### config.mk
export PLATFORM = sky130hd
export DESIGN_NAME = pwm_cmp_unit
export DESIGN_NICKNAME = d
export VERILOG_FILES = /design/src/rtl/pwm_cmp_pkg.sv /design/src/rtl/pwm_cmp_shadow.sv /design/src/rtl/pwm_cmp_commit.sv /design/src/rtl/pwm_cmp_match.sv /design/src/rtl/pwm_cmp_unit.sv
export SDC_FILE = /design/constraint.sdc
export NUM_CORES = 1
export LEC_CHECK = 0
export ABC_AREA = 1
export BUFFER_PORTS_ARGS = -buffer_cell sky130_fd_sc_hd__buf_4
export CORE_MARGIN = 8
export CORE_UTILIZATION = 54
export CTS_BUF_LIST = sky130_fd_sc_hd__clkbuf_4 sky130_fd_sc_hd__clkbuf_8
export CTS_CLUSTER_DIAMETER = 30
export DETAILED_ROUTE_END_ITERATION = 12
export PLACE_DENSITY = 0.88
export SLEW_MARGIN = 10
export SYNTH_ARGS = -nofsm -noshare
export SYNTH_HDL_FRONTEND = slang
export SYNTH_HIERARCHICAL = 1
export SYNTH_SLANG_ARGS = --single-unit
### constraint.sdc
create_clock -name clk -period 1.7 [get_ports clk]
set_input_delay 0.255 -clock clk [delete_from_list [all_inputs] [get_ports clk]]
set_output_delay 0.255 -clock clk [all_outputs]
set_load 0.05 [all_outputs]
### src/rtl/pwm_cmp_pkg.sv
package pwm_cmp_pkg;

  // Commit policy selected by the per-unit mode input.
  typedef enum logic {
    UPD_IMMEDIATE = 1'b0,
    UPD_SYNC      = 1'b1
  } upd_mode_e;

  localparam int unsigned CMP_W_DEF = 16;
  localparam int unsigned REG_W_DEF = 32;

endpackage

### src/rtl/pwm_cmp_shadow.sv
module pwm_cmp_shadow #(
  parameter int unsigned CMP_W = 16
) (
  input  logic             clk,
  input  logic             rst,
  input  logic             wr_en,
  input  logic [CMP_W-1:0] wr_val,
  input  logic             commit,
  output logic [CMP_W-1:0] shadow_q,
  output logic             dirty_q
);

  // Holds the last written threshold.
  // dirty_q is set while that value has not yet been moved to the active copy.
  always_ff @(posedge clk) begin
    if (rst) begin
      shadow_q <= '0;
      dirty_q  <= 1'b0;
    end else begin
      if (wr_en) begin
        shadow_q <= wr_val;
      end
      if (commit) begin
        dirty_q <= 1'b0;
      end else if (wr_en) begin
        dirty_q <= 1'b1;
      end
    end
  end

endmodule

### src/rtl/pwm_cmp_commit.sv
module pwm_cmp_commit
  import pwm_cmp_pkg::*;
#(
  parameter int unsigned CMP_W = 16
) (
  input  logic             clk,
  input  logic             rst,
  input  logic             cnt_zero,
  input  upd_mode_e        mode,
  input  logic             glb_req,
  input  logic             dirty,
  input  logic             wr_en,
  input  logic [CMP_W-1:0] wr_val,
  input  logic [CMP_W-1:0] shadow,
  output logic             commit,
  output logic [CMP_W-1:0] active_q
);

  logic             sync_pend_q;
  logic             sync_ok;
  logic             has_new;
  logic [CMP_W-1:0] next_val;

  // A request seen at the zero edge itself also counts.
  assign sync_ok  = sync_pend_q | glb_req;
  assign has_new  = dirty | wr_en;
  assign commit   = cnt_zero & has_new & ((mode == UPD_IMMEDIATE) | sync_ok);
  // A write at the commit edge takes precedence over the stored shadow.
  assign next_val = wr_en ? wr_val : shadow;

  always_ff @(posedge clk) begin
    if (rst) begin
      sync_pend_q <= 1'b0;
    end else if (cnt_zero) begin
      sync_pend_q <= 1'b0;
    end else if (glb_req) begin
      sync_pend_q <= 1'b1;
    end
  end

  always_ff @(posedge clk) begin
    if (rst) begin
      active_q <= '0;
    end else if (commit) begin
      active_q <= next_val;
    end
  end

endmodule

### src/rtl/pwm_cmp_match.sv
module pwm_cmp_match #(
  parameter int unsigned CMP_W = 16
) (
  input  logic             clk,
  input  logic             rst,
  input  logic             cnt_en,
  input  logic [CMP_W-1:0] cnt_val,
  input  logic [CMP_W-1:0] cnt_load,
  input  logic [CMP_W-1:0] active,
  output logic             match_q
);

  logic hit;
  logic reachable;

  assign hit       = (active == cnt_val);
  assign reachable = (active <= cnt_load);

  always_ff @(posedge clk) begin
    if (rst) begin
      match_q <= 1'b0;
    end else begin
      match_q <= cnt_en & hit & reachable;
    end
  end

endmodule

### src/rtl/pwm_cmp_unit.sv
module pwm_cmp_unit
  import pwm_cmp_pkg::*;
#(
  parameter int unsigned CMP_W = CMP_W_DEF,
  parameter int unsigned REG_W = REG_W_DEF
) (
  input  logic             clk,
  input  logic             rst,
  input  logic             wr_en,
  input  logic [REG_W-1:0] wr_data,
  output logic [REG_W-1:0] rd_data,
  input  logic             upd_sync_mode,
  input  logic             glb_sync_req,
  input  logic             cnt_en,
  input  logic [CMP_W-1:0] cnt_val,
  input  logic [CMP_W-1:0] cnt_load,
  input  logic             cnt_zero,
  output logic             match_pulse
);

  localparam int unsigned PAD_W = REG_W - CMP_W;

  logic [CMP_W-1:0] wr_val;
  logic [CMP_W-1:0] shadow_val;
  logic [CMP_W-1:0] active_val;
  logic             dirty;
  logic             commit;
  logic             unused_hi;

  assign wr_val    = wr_data[CMP_W-1:0];
  assign unused_hi = ^wr_data[REG_W-1:CMP_W];

  pwm_cmp_shadow #(.CMP_W(CMP_W)) u_shadow (
    .clk      (clk),
    .rst      (rst),
    .wr_en    (wr_en),
    .wr_val   (wr_val),
    .commit   (commit),
    .shadow_q (shadow_val),
    .dirty_q  (dirty)
  );

  pwm_cmp_commit #(.CMP_W(CMP_W)) u_commit (
    .clk      (clk),
    .rst      (rst),
    .cnt_zero (cnt_zero),
    .mode     (upd_mode_e'(upd_sync_mode)),
    .glb_req  (glb_sync_req),
    .dirty    (dirty),
    .wr_en    (wr_en),
    .wr_val   (wr_val),
    .shadow   (shadow_val),
    .commit   (commit),
    .active_q (active_val)
  );

  pwm_cmp_match #(.CMP_W(CMP_W)) u_match (
    .clk      (clk),
    .rst      (rst),
    .cnt_en   (cnt_en),
    .cnt_val  (cnt_val),
    .cnt_load (cnt_load),
    .active   (active_val),
    .match_q  (match_pulse)
  );

  assign rd_data = {{PAD_W{1'b0}}, shadow_val};

endmodule

# ---- Yosys cells after proc, flatten, opt, wreduce, memory -nomap -nowiden
# Index checks and enable logic that the tools add are counted.
dict set report op_classes {
  n_reduce_logical 2
  mux 1
  n_eq_ne 1
  bitwise_logic 8
  magnitude_cmp 1
}
# operator count
set op_table {}
lappend op_table {{equality test 16 bit} 1}
lappend op_table {{less-or-equal comparator 16 bit} 1}
lappend op_table {{2-to-1 mux 16 bit} 1}
lappend op_table {{AND 1 bit} 4}
lappend op_table {{OR reduction 2 bit} 2}
lappend op_table {{OR 1 bit} 3}
lappend op_table {{NOT 1 bit} 1}
dict set report word_totals {
  ff_bits 35
  input_bits 71
  output_inout_bits 33
  elab_cells 18
}

# ---- Logic depth before layout (Yosys ltp)
dict set report logic_depth {
  ltp_word 4
  depth_mapped 12
}

# ---- Modules after synthesis
# The synthesis kept the hierarchy.
# module n_inst cells_per_inst area_per_inst_um2 seq_area_each_um2
set by_module_without_submodules {}
lappend by_module_without_submodules {pwm_cmp_commit 1 161 923.4 340.3}
lappend by_module_without_submodules {pwm_cmp_shadow 1 105 770.7 340.3}
lappend by_module_without_submodules {pwm_cmp_match 1 125 718.2 20.0}
lappend by_module_without_submodules {pwm_cmp_unit 1 17 123.9 0.0}

# ---- Worst setup path before layout
# No wires, ideal clock.
dict set report synth_timing {
  path_type {reg2reg}
  from {register u_commit.active_q[7]}
  to {register u_match.match_q}
  stages_incl_launch_ff 8
  setup_ps 66
  path_slack_ps 549
  arrival_time_ps 1085
  required_time_ps 1634
  path_cell_list {dfxtp_1 -> ha_1 -> a21o_1 -> nor2_1 -> nand2_1 -> nand2_1 -> nand2_1 -> a21oi_2}
}
dict set report synth_via {
  elab_chain_cells 3
  word_cells_on_any_way 4
  cone_classes {1 x order compare; 1 x eq/ne; 2 x bitwise}
}
# item line
set synth_lines {}
lappend synth_lines {{start, declared} pwm_cmp_commit.sv:16} ;# output logic [CMP_W-1:0] active_q
lappend synth_lines {{start signal, assigned} pwm_cmp_commit.sv:45} ;# active_q <= next_val;
lappend synth_lines {{parallel branches: the longest is 2 deep, another holds less-or-equal comparator 16 bit} --}
lappend synth_lines {{AND 1 bit (*)} pwm_cmp_match.sv:23} ;# match_q <= cnt_en & hit & reachable;
lappend synth_lines {{end signal, assigned} pwm_cmp_match.sv:23}
lappend synth_lines {{end, declared} pwm_cmp_match.sv:10} ;# output logic match_q
# Mark *: on every way between the ends.
# A chain may end at the register's enable or synchronous reset.

# ---- Worst setup path after layout
dict set report layout_timing {
  from {register u_commit.active_q[9]}
  to {register u_match.match_q}
}
# The elaborated chain is that of the path after synthesis.

==> run_results.csv <==
group,metric,value,unit
grt,grt_pass1_vias,2178,
worst_setup_path,cp_max_fo,4,
grt,grt_pass1_wl,9600,µm
sta,finalSetupTns,0,ns
sta,hold_viol,0,
worst_setup_path,required,1.92,ns
route,routedWlPerCell,10.8,µm
floorplanning,coreArea,4630,µm²
worst_setup_path,crit_buf_inv,0,
sta,slew_viol_final,0,
route,vias,2336,
sta,setup_viol,0,
clock_tree,cts-htree-levels,2,
synthesis,syn_area,2540,µm²
clock_tree,cts_tree,"done",
floorplanning,rows,25,
floorplanning,ios,104,
clock_tree,ctsResizeCount,0,
floorplanning,die_y,84.5,µm
synthesis,synth_compound_area_share,7.30,%
clock_tree,numCtsBuffers,5,
pwr,leakagePower,1.81,nW
finish,n_antenna_cell,0,
worst_setup_path,r2r-end,"u_match/match_q$_SDFF_PP0_",
sta,period_share,78.9,%
grt,grt_start_max_net_pins,41,
floorplanning,die_w,84.5,µm
floorplanning,start_util,54.8,%
worst_setup_path,cpMostUsedCell,"nand2_1",
placement,dpl.hpwl,4600,µm
sta,period_needed,1.34,ns
flow_run,maxCapViolCount,0,
clock_tree,path_clk_slew,0.07,ns
sta,fmax,0.746,GHz
grt,met1_usage,19.8,%
synthesis,synth_top_flop_cell,"dfxtp_1",
sta,clock_skew,0.00344,ns
worst_setup_path,cp-end-kind,"flip-flop",
grt,grt-ovfl-total,0,
worst_setup_path,r2r_cells,8,
worst_setup_path,setup.worst_path.start_class,"flip-flop",
synthesis,syn-mean-instance-area,6.22,µm²
synthesis,synth_top_family_by_area,"simple AND/OR/NAND/NOR gates",
worst_hold_path,min_to,"u_commit/sync_pend_q$_SDFFE_PP0P_",
placement,dp.cells,524,
clock_tree,cts.sinks,35,
clock_tree,cts_buffer_depth,2,
worst_setup_path,r2r_setup_slack,0.36,ns
synthesis,async_flop_share,0,%
route,drt-total-wl,5740,µm
grt,grtUsageTotal,16.3,%
placement,portBuffers,71,
synthesis,ys_types,29,
route,via_per_inst,4.39,
synthesis,synthTopCellsByArea,"dfxtp_1 28%, nand2_1 15%, inv_1 11%",
worst_setup_path,max_stage_delay,0.39,ns
worst_hold_path,hp-start,"cnt_zero",
synthesis,synth_top_area_share,27.6,%
pwr,vdd_ir_drop_max,596,µV
synthesis,synth-edff-count,0,
worst_setup_path,cp_slowest_cell,"dfxtp_1",
pwr,power_density,728,nW/µm²
worst_hold_path,hp-class,"primary input to flip-flop",
worst_setup_path,crit-reg2reg-launch,"u_commit/active_q[9]$_SDFFE_PP0P_",
sta,holdWs,0.151,ns
synthesis,yosys.area_share.simple,33.4,%
grt,grtUsageMet2,26.1,%
finish,final_layout_size_suffix_gt1_share,24.5,%
clock_tree,postCtsHoldBufs,0,
grt,antenna_found_initial,0,
synthesis,synth_fa_ha_area_share,7.89,%
run_status,status,"finished, final reports clean",
worst_setup_path,critPathArrivalTime,1.56,ns
clock_tree,clock_latency,0.28,ns
route,firstDrtPassIters,4,
finish,finalNonFillerCells,532,
clock_tree,cts-root-buf,"clkbuf_8",
grt,grt_most_used_layer,"met2",
synthesis,yosysMostFrequentCell,"nand2_1",
synthesis,synthTopCellsByCount,"103 x nand2_1, 76 x inv_1, 71 x nor2_1, 35 x dfxtp_1, 17 x buf_4",
synthesis,ys_warn_count,6,
placement,gp_congestion,0.869,
route,postRouteAntennaNets,0,
worst_hold_path,min_path_cells,2,
sta,rsz0062_at_grt,"no",
grt,met3_usage,5.95,%
worst_setup_path,path_class,"flip-flop to flip-flop",
worst_setup_path,crit_family,"flip-flops",
worst_setup_path,crit_chain,"ha_1 > nand2_1 > nand2_1 > nand3_1 > nand2_1 > a21oi_1 > nand2_1 > a21oi_2",
clock_tree,post_cts_buffers,0,
synthesis,synth_mux_area_share,0,%
floorplanning,die-area,7150,µm²
synthesis,ys_seq_area_share,27.6,%
synthesis,synthXorXnorAreaFrac,2.07,%
synthesis,ys_ff_latch,35,
synthesis,synthCells,408,
finish,filler_cell_count,433,
synthesis,yosysTopAreaCell,"dfxtp_1",
route,drc,0,
route,first_iter_violations,131,
finish,fin_nets,564,
finish,area_growth,21.5,%
[power breakdown]
part	internal [mW]	switching, mW
registers	0.882	0.0559
clock network	0.319	0.278
logic	0.262	0.446
total	1.46	0.780
[worst max-delay path by stage]
stage	startpoint	end	slack [ns]	depth (start not counted)
2_1_floorplan	u_commit/active_q[7]$_SDFFE_PP0P_	u_match/match_q$_SDFF_PP0_	0.55	7
3_3_place_gp	cnt_load[11]	u_match/match_q$_SDFF_PP0_	0.39	8
3_5_place_dp	cnt_load[9]	u_match/match_q$_SDFF_PP0_	0.37	10
4_1_cts	u_commit/active_q[7]$_SDFFE_PP0P_	u_match/match_q$_SDFF_PP0_	0.37	7
5_1_grt	u_commit/active_q[7]$_SDFFE_PP0P_	u_match/match_q$_SDFF_PP0_	0.21	7
6_report	u_commit/active_q[9]$_SDFFE_PP0P_	u_match/match_q$_SDFF_PP0_	0.36	8
[worst register-to-register path, stage by stage, from the launching register on]
cell and delay [ns]:
dfxtp_1 0.39, ha_1 0.27, nand2_1 0.07, nand2_1 0.05, nand3_1 0.06, nand2_1 0.06
a21oi_1 0.17, nand2_1 0.09, a21oi_2 0.12
[sequential cells by signal (all words and copies together), names as in the netlist]
register,flops
u_commit/active_q,16
u_shadow/shadow_q,16
u_commit/sync_pend_q,1
u_match/match_q,1
u_shadow/dirty_q,1
[kinds of logic after synthesis]
| kind of cell | after synthesis |
|---|---|
| AOI/OAI and AO/OA | 34 |
| xor gates and xnor gates | 6 |
| adders and majority gates | 16 |
| buffers and inverters | 112 |
| DFF | 35 |
| other | 1 |
| and+or+nand+nor | 204 |
[layer usage]
layer  vias to the layer above  part of all wire [%]
met5                         -                     0
met2                        73                    45
met4                         0                  0.89
li1                       1294                     -
met3                         5                   9.3
met1                       964                    45
[cells in the final DEF, fill, tap and decap left out, drive strengths merged]
cell type,Yosys,routed
a21oi,7,7
nor2,81,81
buf,26,75
ha,16,16
a21o,1,1
clkinv,0,1
o21ai,24,24
inv,84,84
nor3,3,3
nand4,1,1
nand3,4,4
conb,1,16
nand2,115,115
o211ai,1,1
clkbuf,2,7
o21a,1,1
xor2,6,6
dfxtp,35,35
[layout make-up]
type	instances	area, µm²	share of cell area, %
clock buffers	7	83.8	2.72
clock inverters	1	5.00	0.162
inverters	84	315	10.2
multi-input cells	276	1350	43.7
flip-flops and latches	35	701	22.7
well taps	54	67.6	2.19
repair buffers	75	563	18.3
[metrics by stage]
stage	setup WS, ns	area (µm²)	power, mW	utilization, %
after floorplan	0.549	2590	1.49	-
after global placement	0.392	2990	1.64	64.6
after detailed placement	0.370	2990	1.66	64.6
after CTS	0.366	3080	2.26	66.6
after global routing	0.210	3080	2.39	66.6
final	0.359	3080	2.24	66.6
Power figures use the tool's default switching activity.
